## src/rtl/spi_rdy_pkg.sv

```systemverilog
`timescale 1ns/1ps
package spi_rdy_pkg;
  localparam int unsigned BYTE_W = 8;

  typedef enum logic [2:0] {
    ST_IDLE,
    ST_LEAD,
    ST_CMD,
    ST_TURN,
    ST_WAIT,
    ST_RESP,
    ST_TRAIL
  } xfer_st_e;
endpackage

```

## src/rtl/spi_rdy_sync.sv

```systemverilog
`timescale 1ns/1ps
module spi_rdy_sync #(
  parameter int unsigned STAGES = 2
) (
  input  logic clk_i,
  input  logic rst_ni,
  input  logic rdy_ni,
  output logic rdy_no
);
  logic [STAGES-1:0] sync_q;

  generate
    if (STAGES == 1) begin : g_one
      always_ff @(posedge clk_i or negedge rst_ni) begin
        if (!rst_ni) sync_q <= '1;
        else         sync_q <= rdy_ni;
      end
    end else begin : g_chain
      always_ff @(posedge clk_i or negedge rst_ni) begin
        if (!rst_ni) sync_q <= '1;
        else         sync_q <= {sync_q[STAGES-2:0], rdy_ni};
      end
    end
  endgenerate

  assign rdy_no = sync_q[STAGES-1];
endmodule

```

## src/rtl/spi_bit_engine.sv

```systemverilog
`timescale 1ns/1ps
module spi_bit_engine
  import spi_rdy_pkg::*;
#(
  parameter int unsigned SH_W  = 16,
  parameter int unsigned DIV_W = 8,
  localparam int unsigned NB_W = $clog2(SH_W + 1)
) (
  input  logic              clk_i,
  input  logic              rst_ni,
  input  logic              start_i,
  input  logic [SH_W-1:0]   data_i,
  input  logic [NB_W-1:0]   nbits_i,
  input  logic              drive_i,
  input  logic [DIV_W-1:0]  half_i,
  input  logic              miso_i,
  output logic              sclk_o,
  output logic              mosi_o,
  output logic              done_o,
  output logic [BYTE_W-1:0] rx_o
);
  logic             active_q, sclk_q, mosi_q, drive_q;
  logic [DIV_W-1:0] hc_q;
  logic [NB_W-1:0]  left_q;
  logic [SH_W-1:0]  sh_q;
  logic             edge_now;

  assign edge_now = active_q && (hc_q == half_i);
  assign done_o   = edge_now && sclk_q && (left_q == NB_W'(1));

  always_ff @(posedge clk_i or negedge rst_ni) begin
    if (!rst_ni) begin
      active_q <= 1'b0;
      sclk_q   <= 1'b0;
      mosi_q   <= 1'b0;
      drive_q  <= 1'b0;
      hc_q     <= '0;
      left_q   <= '0;
      sh_q     <= '0;
    end else if (start_i && !active_q) begin
      active_q <= 1'b1;
      sclk_q   <= 1'b0;
      hc_q     <= '0;
      sh_q     <= data_i;
      drive_q  <= drive_i;
      mosi_q   <= drive_i & data_i[SH_W-1];
      left_q   <= nbits_i;
    end else if (active_q) begin
      if (edge_now) begin
        hc_q <= '0;
        if (!sclk_q) begin
          // rising edge: capture slave data
          sclk_q <= 1'b1;
          sh_q   <= {sh_q[SH_W-2:0], miso_i};
        end else begin
          // falling edge: advance outgoing bit
          sclk_q <= 1'b0;
          if (left_q == NB_W'(1)) begin
            active_q <= 1'b0;
            mosi_q   <= 1'b0;
          end else begin
            left_q <= left_q - NB_W'(1);
            mosi_q <= drive_q & sh_q[SH_W-1];
          end
        end
      end else begin
        hc_q <= hc_q + DIV_W'(1);
      end
    end
  end

  assign sclk_o = sclk_q;
  assign mosi_o = mosi_q;
  assign rx_o   = sh_q[BYTE_W-1:0];
endmodule

```

## src/rtl/spi_rdy_master.sv

```systemverilog
`timescale 1ns/1ps
module spi_rdy_master
  import spi_rdy_pkg::*;
#(
  parameter int unsigned CMD_W       = 16,
  parameter int unsigned LEN_W       = 4,
  parameter int unsigned DIV_W       = 8,
  parameter int unsigned CNT_W       = 12,
  parameter int unsigned SYNC_STAGES = 2
) (
  input  logic              clk_i,
  input  logic              rst_ni,
  input  logic              req_valid_i,
  output logic              req_ready_o,
  input  logic [CMD_W-1:0]  cmd_i,
  input  logic [LEN_W-1:0]  resp_len_i,
  input  logic [DIV_W-1:0]  clk_div_i,
  input  logic [CNT_W-1:0]  lead_gap_i,
  input  logic [CNT_W-1:0]  turn_gap_i,
  input  logic [CNT_W-1:0]  trail_gap_i,
  input  logic              rdy_en_i,
  input  logic [CNT_W-1:0]  fix_dly_i,
  input  logic [CNT_W-1:0]  tmo_lim_i,
  output logic              sclk_o,
  output logic              mosi_o,
  output logic              cs_no,
  input  logic              miso_i,
  input  logic              rdy_ni,
  output logic [BYTE_W-1:0] rx_data_o,
  output logic              rx_valid_o,
  output logic              done_o,
  output logic              err_o
);
  localparam int unsigned NB_W = $clog2(CMD_W + 1);

  xfer_st_e          st_q;
  logic [CNT_W-1:0]  cnt_q;
  logic [CMD_W-1:0]  cmd_q;
  logic [LEN_W-1:0]  left_q;
  logic              abort_q;
  logic [BYTE_W-1:0] rx_q;
  logic              rxv_q, done_q, err_q;

  logic              rdy_s;
  logic              lead_end, wait_go, wait_tmo;
  logic              eng_start, eng_done, eng_drive;
  logic [CMD_W-1:0]  eng_data;
  logic [NB_W-1:0]   eng_nbits;
  logic [BYTE_W-1:0] eng_rx;

  spi_rdy_sync #(.STAGES(SYNC_STAGES)) i_sync (
    .clk_i  (clk_i),
    .rst_ni (rst_ni),
    .rdy_ni (rdy_ni),
    .rdy_no (rdy_s)
  );

  assign lead_end  = (st_q == ST_LEAD) && (cnt_q == lead_gap_i);
  assign wait_go   = (st_q == ST_WAIT) && (rdy_en_i ? !rdy_s : (cnt_q == fix_dly_i));
  assign wait_tmo  = (st_q == ST_WAIT) && rdy_en_i && rdy_s && (cnt_q == tmo_lim_i);
  assign eng_start = lead_end || wait_go;
  assign eng_drive = (st_q == ST_LEAD);
  assign eng_data  = eng_drive ? cmd_q : '0;
  assign eng_nbits = eng_drive ? NB_W'(CMD_W) : NB_W'(BYTE_W);

  spi_bit_engine #(.SH_W(CMD_W), .DIV_W(DIV_W)) i_engine (
    .clk_i   (clk_i),
    .rst_ni  (rst_ni),
    .start_i (eng_start),
    .data_i  (eng_data),
    .nbits_i (eng_nbits),
    .drive_i (eng_drive),
    .half_i  (clk_div_i),
    .miso_i  (miso_i),
    .sclk_o  (sclk_o),
    .mosi_o  (mosi_o),
    .done_o  (eng_done),
    .rx_o    (eng_rx)
  );

  always_ff @(posedge clk_i or negedge rst_ni) begin
    if (!rst_ni) begin
      st_q    <= ST_IDLE;
      cnt_q   <= '0;
      cmd_q   <= '0;
      left_q  <= '0;
      abort_q <= 1'b0;
      rx_q    <= '0;
      rxv_q   <= 1'b0;
      done_q  <= 1'b0;
      err_q   <= 1'b0;
    end else begin
      rxv_q  <= 1'b0;
      done_q <= 1'b0;
      err_q  <= 1'b0;
      unique case (st_q)
        ST_IDLE: if (req_valid_i) begin
          st_q    <= ST_LEAD;
          cnt_q   <= '0;
          cmd_q   <= cmd_i;
          left_q  <= resp_len_i;
          abort_q <= 1'b0;
        end
        ST_LEAD: begin
          if (lead_end) begin
            st_q  <= ST_CMD;
            cnt_q <= '0;
          end else cnt_q <= cnt_q + CNT_W'(1);
        end
        ST_CMD: if (eng_done) begin
          cnt_q <= '0;
          st_q  <= (left_q == '0) ? ST_TRAIL : ST_TURN;
        end
        ST_TURN: begin
          if (cnt_q == turn_gap_i) begin
            st_q  <= ST_WAIT;
            cnt_q <= '0;
          end else cnt_q <= cnt_q + CNT_W'(1);
        end
        ST_WAIT: begin
          if (wait_go) begin
            st_q  <= ST_RESP;
            cnt_q <= '0;
          end else if (wait_tmo) begin
            st_q    <= ST_TRAIL;
            cnt_q   <= '0;
            abort_q <= 1'b1;
          end else cnt_q <= cnt_q + CNT_W'(1);
        end
        ST_RESP: if (eng_done) begin
          rxv_q  <= 1'b1;
          rx_q   <= eng_rx;
          left_q <= left_q - LEN_W'(1);
          cnt_q  <= '0;
          st_q   <= (left_q == LEN_W'(1)) ? ST_TRAIL : ST_WAIT;
        end
        ST_TRAIL: begin
          if (cnt_q == trail_gap_i) begin
            st_q   <= ST_IDLE;
            done_q <= 1'b1;
            err_q  <= abort_q;
          end else cnt_q <= cnt_q + CNT_W'(1);
        end
        default: st_q <= ST_IDLE;
      endcase
    end
  end

  assign req_ready_o = (st_q == ST_IDLE);
  assign cs_no       = (st_q == ST_IDLE);
  assign rx_data_o   = rx_q;
  assign rx_valid_o  = rxv_q;
  assign done_o      = done_q;
  assign err_o       = err_q;
endmodule

```

## config.mk

```make
export PLATFORM = sky130hd
export DESIGN_NAME = spi_rdy_master
export DESIGN_NICKNAME = d
export VERILOG_FILES = /design/src/rtl/spi_rdy_pkg.sv /design/src/rtl/spi_rdy_sync.sv /design/src/rtl/spi_bit_engine.sv /design/src/rtl/spi_rdy_master.sv
export SDC_FILE = /design/constraint.sdc
export NUM_CORES = 1
export LEC_CHECK = 0
export CORE_ASPECT_RATIO = 0.6
export CORE_MARGIN = 2
export CORE_UTILIZATION = 52
export DETAILED_ROUTE_END_ITERATION = 7
export PLACE_DENSITY = 0.82
export RECOVER_POWER = 100
export SYNTH_ARGS = -nofsm -noshare
export SYNTH_HDL_FRONTEND = slang
export SYNTH_HIERARCHICAL = 1
export SYNTH_SLANG_ARGS = --single-unit
```

## constraint.sdc

```tcl
create_clock -name clk_i -period 2.95 [get_ports clk_i]
set_input_delay 0.295 -clock clk_i [delete_from_list [all_inputs] [get_ports clk_i]]
set_output_delay 0.295 -clock clk_i [all_outputs]
set_load 0.01 [all_outputs]
```

## After elaboration in Yosys (flattened, before gate mapping)

Cells that the tools add are included.

| word-level totals | value |
|---|---|
| flip-flop bits (word level) | 82 |
| output and inout bits | 15 |
| logic and storage cells | 142 |

| operators by class | value |
|---|---|
| add/subtract/negate cells | 4 |
| equality and inequality tests | 27 |
| muxes and demuxes | 61 |
| bitwise gates (word level) | 2 |
| reductions and logical operators | 31 |

Operators with widths:

| kind | number |
|---|---|
| $mux 12 | 7 |
| $mux 16 | 5 |
| $pmux 12 s6 | 1 |
| $eq 12x12->1 | 5 |
| $mux 5 | 6 |
| $mux 3 | 9 |
| $mux 1 | 24 |
| $mux 8 | 3 |
| $pmux 3 s7 | 1 |
| $ne 2x2->1 const B | 10 |
| $add 12x1->12 const B | 1 |
| $reduce_and 4->1 | 3 |
| $reduce_bool 2->1 | 5 |
| $eq 3x3->1 const B | 3 |
| $logic_and 1x1->1 | 9 |
| $reduce_and 3->1 | 3 |
| $add 8x1->8 const B | 1 |
| $eq 8x8->1 | 1 |
| $mux 4 | 2 |
| $pmux 4 s2 | 1 |
| $reduce_and 7->1 | 1 |
| $eq 3x2->1 const B | 2 |
| $reduce_and 2->1 | 3 |
| $reduce_bool 6->1 | 1 |
| 15 further kinds | 18 |

## Depth between registers and ports, before layout

| logic depth | value |
|---|---|
| depth in word-level cells | 7 |
| mapped depth | 12 |
| depth with buffers taken out | 11 |

## Cells and area by module

Netlist, hierarchy kept.

By module, submodules not included:

| module | times used | cells an instance | area each (sq um) |
|---|---|---|---|
| spi_rdy_master | 1 | 372 | 3176.8 |
| spi_bit_engine | 1 | 185 | 1829.3 |
| spi_rdy_sync | 1 | 2 | 52.6 |

## Worst setup path after synthesis

Ideal clock, no wire load.

| path | value |
|---|---|
| path kind | register to register |
| start point | reg i_engine.hc_q[0] |
| end point | reg st_q[1] |
| setup time | 0.126 ns |
| data arrival time | 2.352 ns |
| path slack | 0.472 ns |
| stages on the path, launching flop included | 12 |
| path buffers | 1 |
| clock period less this slack | 2.478 ns |
| cell sequence | dfrtp_1 > xnor2_1 > nand4_2 > nor2_1 > nand3_1 > nor2_1 > clkbuf_1 > mux2i_1 > nand2_1 > o21ai_0 > or3_1 > o32a_1 |

| between the ends | value |
|---|---|
| cells in the longest elaborated chain, start to end | 6 |

Ends and longest elaborated chain:

| item | line | source |
|---|---|---|
| from (decl) | spi_bit_engine.sv:23 | `logic [DIV_W-1:0] hc_q;` |
| from (signal assigned) | spi_bit_engine.sv:67 | `hc_q <= hc_q + DIV_W'(1);` |
| $eq 8x8->1 * | spi_bit_engine.sv:28 | `assign edge_now = active_q && (hc_q == half_i);` |
| $logic_and 1x1->1 * | spi_bit_engine.sv:28 |  |
| $logic_and 1x1->1 * (2 in series) | spi_bit_engine.sv:29 | `assign done_o = edge_now && sclk_q && (left_q == NB_W'(1));` |
| via eng_done | spi_rdy_master.sv:46 | `logic eng_start, eng_done, eng_drive;` |
| $ne 2x2->1 (no source line) | n/a |  |
| $reduce_and 7->1 (no source line) * | n/a |  |
| to (signal assigned) | spi_rdy_master.sv:112 | `st_q <= (left_q == '0) ? ST_TRAIL : ST_TURN;` |
| to (signal assigned) | spi_rdy_master.sv:135 | `st_q <= (left_q == LEN_W'(1)) ? ST_TRAIL : ST_WAIT;` |
| to (decl) | spi_rdy_master.sv:36 | `xfer_st_e st_q;` |

The timed path passes the listed nets; every way through them passes the cells marked *.
A chain may end at the register's enable or synchronous reset.

## Final worst setup path

| path | value |
|---|---|
| start point | reg cnt_q[0] |
| end point | reg i_engine.mosi_q, in the netlist i_engine/mosi_o |

| between the ends | value |
|---|---|
| cells in the longest elaborated chain, start to end | 7 |

Ends and longest elaborated chain:

| item | line | source |
|---|---|---|
| from (decl) | spi_rdy_master.sv:37 | `logic [CNT_W-1:0] cnt_q;` |
| from (signal assigned) | spi_rdy_master.sv:108 | `end else cnt_q <= cnt_q + CNT_W'(1);` |
| from (signal assigned) | spi_rdy_master.sv:118 | `end else cnt_q <= cnt_q + CNT_W'(1);` |
| from (signal assigned) | spi_rdy_master.sv:128 | `end else cnt_q <= cnt_q + CNT_W'(1);` |
| $eq 12x12->1 | spi_rdy_master.sv:59 | `assign wait_go = (st_q == ST_WAIT) && (rdy_en_i ? !rdy_s : (cnt_q == fix_dly_i));` |
| $mux 1 | spi_rdy_master.sv:59 |  |
| $logic_and 1x1->1 | spi_rdy_master.sv:59 |  |
| $logic_or 1x1->1 * | spi_rdy_master.sv:61 | `assign eng_start = lead_end \|\| wait_go;` |
| via eng_start | spi_rdy_master.sv:46 |  |
| $logic_and 1x1->1 * | spi_bit_engine.sv:40 | `end else if (start_i && !active_q) begin` |
| $reduce_bool 2->1 (no source line) | n/a |  |
| $reduce_and 3->1 (no source line) | n/a |  |
| to (signal assigned) | spi_bit_engine.sv:46 | `mosi_q <= drive_i & data_i[SH_W-1];` |
| to (signal assigned) | spi_bit_engine.sv:63 | `mosi_q <= drive_q & sh_q[SH_W-1];` |
| to (decl) | spi_bit_engine.sv:22 | `logic active_q, sclk_q, mosi_q, drive_q;` |

Marks and branches as above.

==> impl_table.tex <==
\begin{tabular}{lr}
\hline
Metric & Value \\
\hline
\multicolumn{2}{l}{\textbf{Synthesis}} \\
Cell type with the highest aggregate area in the netlist & dfrtp\_1 \\
Synthesis warning total & 6 \\
Unique masters post-synth & 57 \\
Synthesis-stage register bit count & 82 \\
Synthesized cell area & between 0.005 and 0.006 mm2 \\
Share of synthesized registers carrying an async set or reset & 1.00 \\
Post-Syn Instances & between 500 and 600 \\
Share of the yosys chip area belonging to registers & 0.406 \\
Flip-flop cell with the highest count after synthesis & dfrtp\_1 \\
Area share of the largest cell type after synthesis & 0.396 \\
Synthesized area per cell & roughly 9 um2 \\
Number of enable-type register cells in the synthesized netlist & 0 \\
Synth area leaders & dfrtp\_1 40\%, xnor2\_1 8.5\%, nand2\_1 5.9\%, xor2\_1 5.0\%, mux2i\_1 3.6\% \\
\multicolumn{2}{l}{\textbf{Route}} \\
Met2 wire length & 6.05 mm \\
Met3 layer wire length in the routed design & $\sim$1.1 mm \\
Post-DR wirelength/cell & 17.6 um \\
Wirelength, routed & $\sim$14 mm \\
Post-route DRC & 0 \\
Number of DRC violations after detailed-routing iteration 0 & $\sim$480 \\
Metal1 wirelength & between 6 and 7 mm \\
Vias per cell & 5.67 \\
DR vias & approximately 4,500 \\
Number of nets still failing antenna checks after routing & 0 \\
Drt first pass iters & 5 \\
Top sig layer & met4 \\
\multicolumn{2}{l}{\textbf{Finish}} \\
FF/Latch Area & a little over 0.002 mm2 \\
Number of diodes added for antenna fixing & 0 \\
Layout Nets & $\sim$760 \\
Multi-input gate area & between 0.002 and 0.003 mm2 \\
Filler Cells Inserted & roughly 750 \\
Final core area utilization & 0.693 \\
Post-route insts no fill & a little under 800 \\
Final std cell area, no fill & $\sim$0.0065 mm2 \\
Commonest non-fill, non-tap cell in the layout & clkdlybuf4s50\_1 \\
Leading cell types in the layout, fill and taps excluded & 91 x clkdlybuf4s50\_1, 80 x nand2\_1, 79 x dfrtp\_1, 49 x xnor2\_1, 46 x nor2\_1 \\
Area growth from synthesis to layout & 27.8\% \\
Fraction of layout cells with a size suffix above 1 & 0.0827 \\
\multicolumn{2}{l}{\textbf{Global route}} \\
Total GRT Usage & 0.279 \\
Antenna violations before repair & 0 \\
Global-route wire length before repair & 22.6 mm \\
Congestion Overflow GR & 0 \\
Number of global-route vias before repair & 4,314 \\
Maximum number of pins on one net before global-route repair & 83 \\
\multicolumn{2}{l}{\textbf{CTS}} \\
Maximum buffer depth of the clock tree & 2 \\
Total of cells resized after clock tree synthesis & 0 \\
Clock transition time at the flip-flop clock pins of the worst setup and hold paths & approximately 0.060 ns \\
Root Buffer & clkbuf\_16 \\
Number of post-CTS setup repair buffers & 0 \\
Hold-fix buffers at CTS & 0 \\
Sink count of the clock tree & 82 \\
CTS tree & done \\
Later-pin clock latency in the skew report & 0.34 ns \\
H-tree Lvls & 3 \\
Number of buffers added by the clock tree synthesis step & 9 \\
\multicolumn{2}{l}{\textbf{Placed design}} \\
Port-buffer cells & between 100 and 150 \\
Cell area after placement & between 0.006 and 0.007 mm2 \\
Cell total after placement & just under 800 \\
Gp weighted congestion & around 0.94 \\
Hpwl dp & $\sim$11 mm \\
Setup WS pre-CTS & about 0.034 ns \\
\multicolumn{2}{l}{\textbf{Critical path}} \\
Signal arrival time at the worst endpoint & slightly below 3 ns \\
Critical path, cell by cell & xnor2\_1 -> nand4\_1 -> nor3\_1 -> a22oi\_1 -> nor2\_1 -> clkbuf\_1 -> nand2b\_1 -> and4\_1 -> a311o\_1 \\
Library cell contributing the largest single delay on the critical path & dfrtp\_1 \\
Largest driver fanout on the critical path & 8 \\
Worst Setup End Kind & flop \\
Category of cells accounting for the largest share of critical-path delay & simple AND/OR/NAND/NOR gates \\
Buffer and inverter count on the worst path & 1 \\
Req. time, crit path & 3.17 ns \\
Critical setup path kind & flop to flop \\
Longest individual stage delay on the worst path & roughly 0.63 ns \\
CP startpoint kind & flop \\
\multicolumn{2}{l}{\textbf{Run status}} \\
Violations in the final reports & max-capacitance violations, max-slew violations \\
Run status & finished, violations left \\
\multicolumn{2}{l}{\textbf{Floorplan}} \\
Vertical die dimension & slightly above 80 um \\
Number of placed I/O pins & about 110 \\
Area of the die & 0.0106 mm2 \\
Horizontal die dimension & 131 um \\
Std-Cell Core Area & approximately 0.0093 mm2 \\
Initial core utilization & 0.543 \\
Rows & 27 \\
\multicolumn{2}{l}{\textbf{Job}} \\
Max-Cap Viols & 1 \\
\multicolumn{2}{l}{\textbf{STA}} \\
Clock tree skew after final layout & approximately 0.0033 ns \\
Final hold violations & 0 \\
Slew margin rel. & -0.346 \\
Setup repair after global routing missed its margin & no \\
Slew at the pin closest to its max-slew limit & 2.02 ns \\
Final cycle utilization of the critical path & 0.928 \\
Total setup violations reported at the end of the flow & 0 \\
Worst hold margin & around 0.36 ns \\
Final Max Slew Viols & 83 \\
Post-layout minimum cycle time & about 2.7 ns \\
Maximum clock frequency & 365 MHz \\
Worst-case setup margin in the final layout & $\sim$0.21 ns \\
Setup TNS Final & 0 ns \\
\multicolumn{2}{l}{\textbf{Power}} \\
Cell area power density & 684 mW/mm2 \\
Overall power of the completed layout & $\sim$4.4 mW \\
Cell leakage power & around 2.9 nW \\
Peak ir drop on the vdd network & 364 uV \\
\multicolumn{2}{l}{\textbf{Min path}} \\
Worst min path class & flop to flop \\
\hline
\end{tabular}
[flip-flops by register name (all words and copies together) (netlist names)]
signal	cells
rx_valid_o	1
abort_q	1
done_o	1
rx_data_o	8
i_engine/drive_q	1
i_engine/sh_q	16
i_engine/hc_q	8
i_engine/active_q	1
i_sync/sync_q	2
i_engine/left_q	5
err_o	1
cnt_q	12
cmd_q	16
i_engine/mosi_o	1
st_q	3
i_engine/sclk_o	1
left_q	4
[logic make-up after synthesis]
kind of cell,synth area share
AND/OR/NAND/NOR,0.219
AO/OA/AOI/OAI,0.102
flip-flops,0.406
XOR/XNOR,0.135
buffers and inverters,0.0663
multiplexers,0.0534
adder cells (fa/ha/maj),0.0173
other,0.000741
[cell type report]
type                       count  area share
inverter                      16     0.00929
timing repair buffer         132       0.189
multi-input combinational    419       0.417
clock inverter                 5     0.00484
clock buffer                  11      0.0360
tap                          130      0.0252
sequential                    82       0.318
[cells in the mapped netlist, drive strengths merged (5+ instances only)]
master	count
nor3	11
mux2	8
nand4	17
xor2	29
a21oi	26
and2	6
nor4	11
o21ai	20
dfrtp	80
ha	7
nor2	47
and3	20
nand2	80
mux2i	18
nand3	9
o211ai	5
a211oi	5
nor2b	6
buf	27
xnor2	49
clkbuf	17
o22ai	5
inv	16
[power breakdown]
| part | internal, mW | switching, mW |
|---|---|---|
| logic | 0.723 | 0.858 |
| registers | 1.45 | 0.382 |
| clock network | 0.567 | 0.443 |
| total | 2.74 | 1.68 |
[final timing paths]
| kind | cells after the start | from | slack [ns] | to |
|---|---|---|---|---|
| setup / recovery | 9 | cnt_q[0]$_DFFE_PN0P_ | 0.21 | i_engine/mosi_o$_DFFE_PN0P_ |
| hold / removal | 0 | i_sync/sync_q[0]$_DFF_PN1_ | 0.36 | i_sync/sync_q[1]$_DFF_PN1_ |
| setup reg to reg | 9 | cnt_q[0]$_DFFE_PN0P_ | 0.21 | i_engine/mosi_o$_DFFE_PN0P_ |
| hold reg to reg | 0 | i_sync/sync_q[0]$_DFF_PN1_ | 0.36 | i_sync/sync_q[1]$_DFF_PN1_ |
| max in group asynchronous | 1 | rst_ni | 1.08 | cnt_q[9]$_DFFE_PN0P_ |
| min in group asynchronous | 1 | rst_ni | 0.51 | cnt_q[2]$_DFFE_PN0P_ |
[layer usage]
metal	track usage	vias up
met2	0.419	176
met3	0.0713	16
met1	0.410	2203
met5	0	-
met4	0.0500	0
li1	-	2114
(Power assumes the default switching activity.)
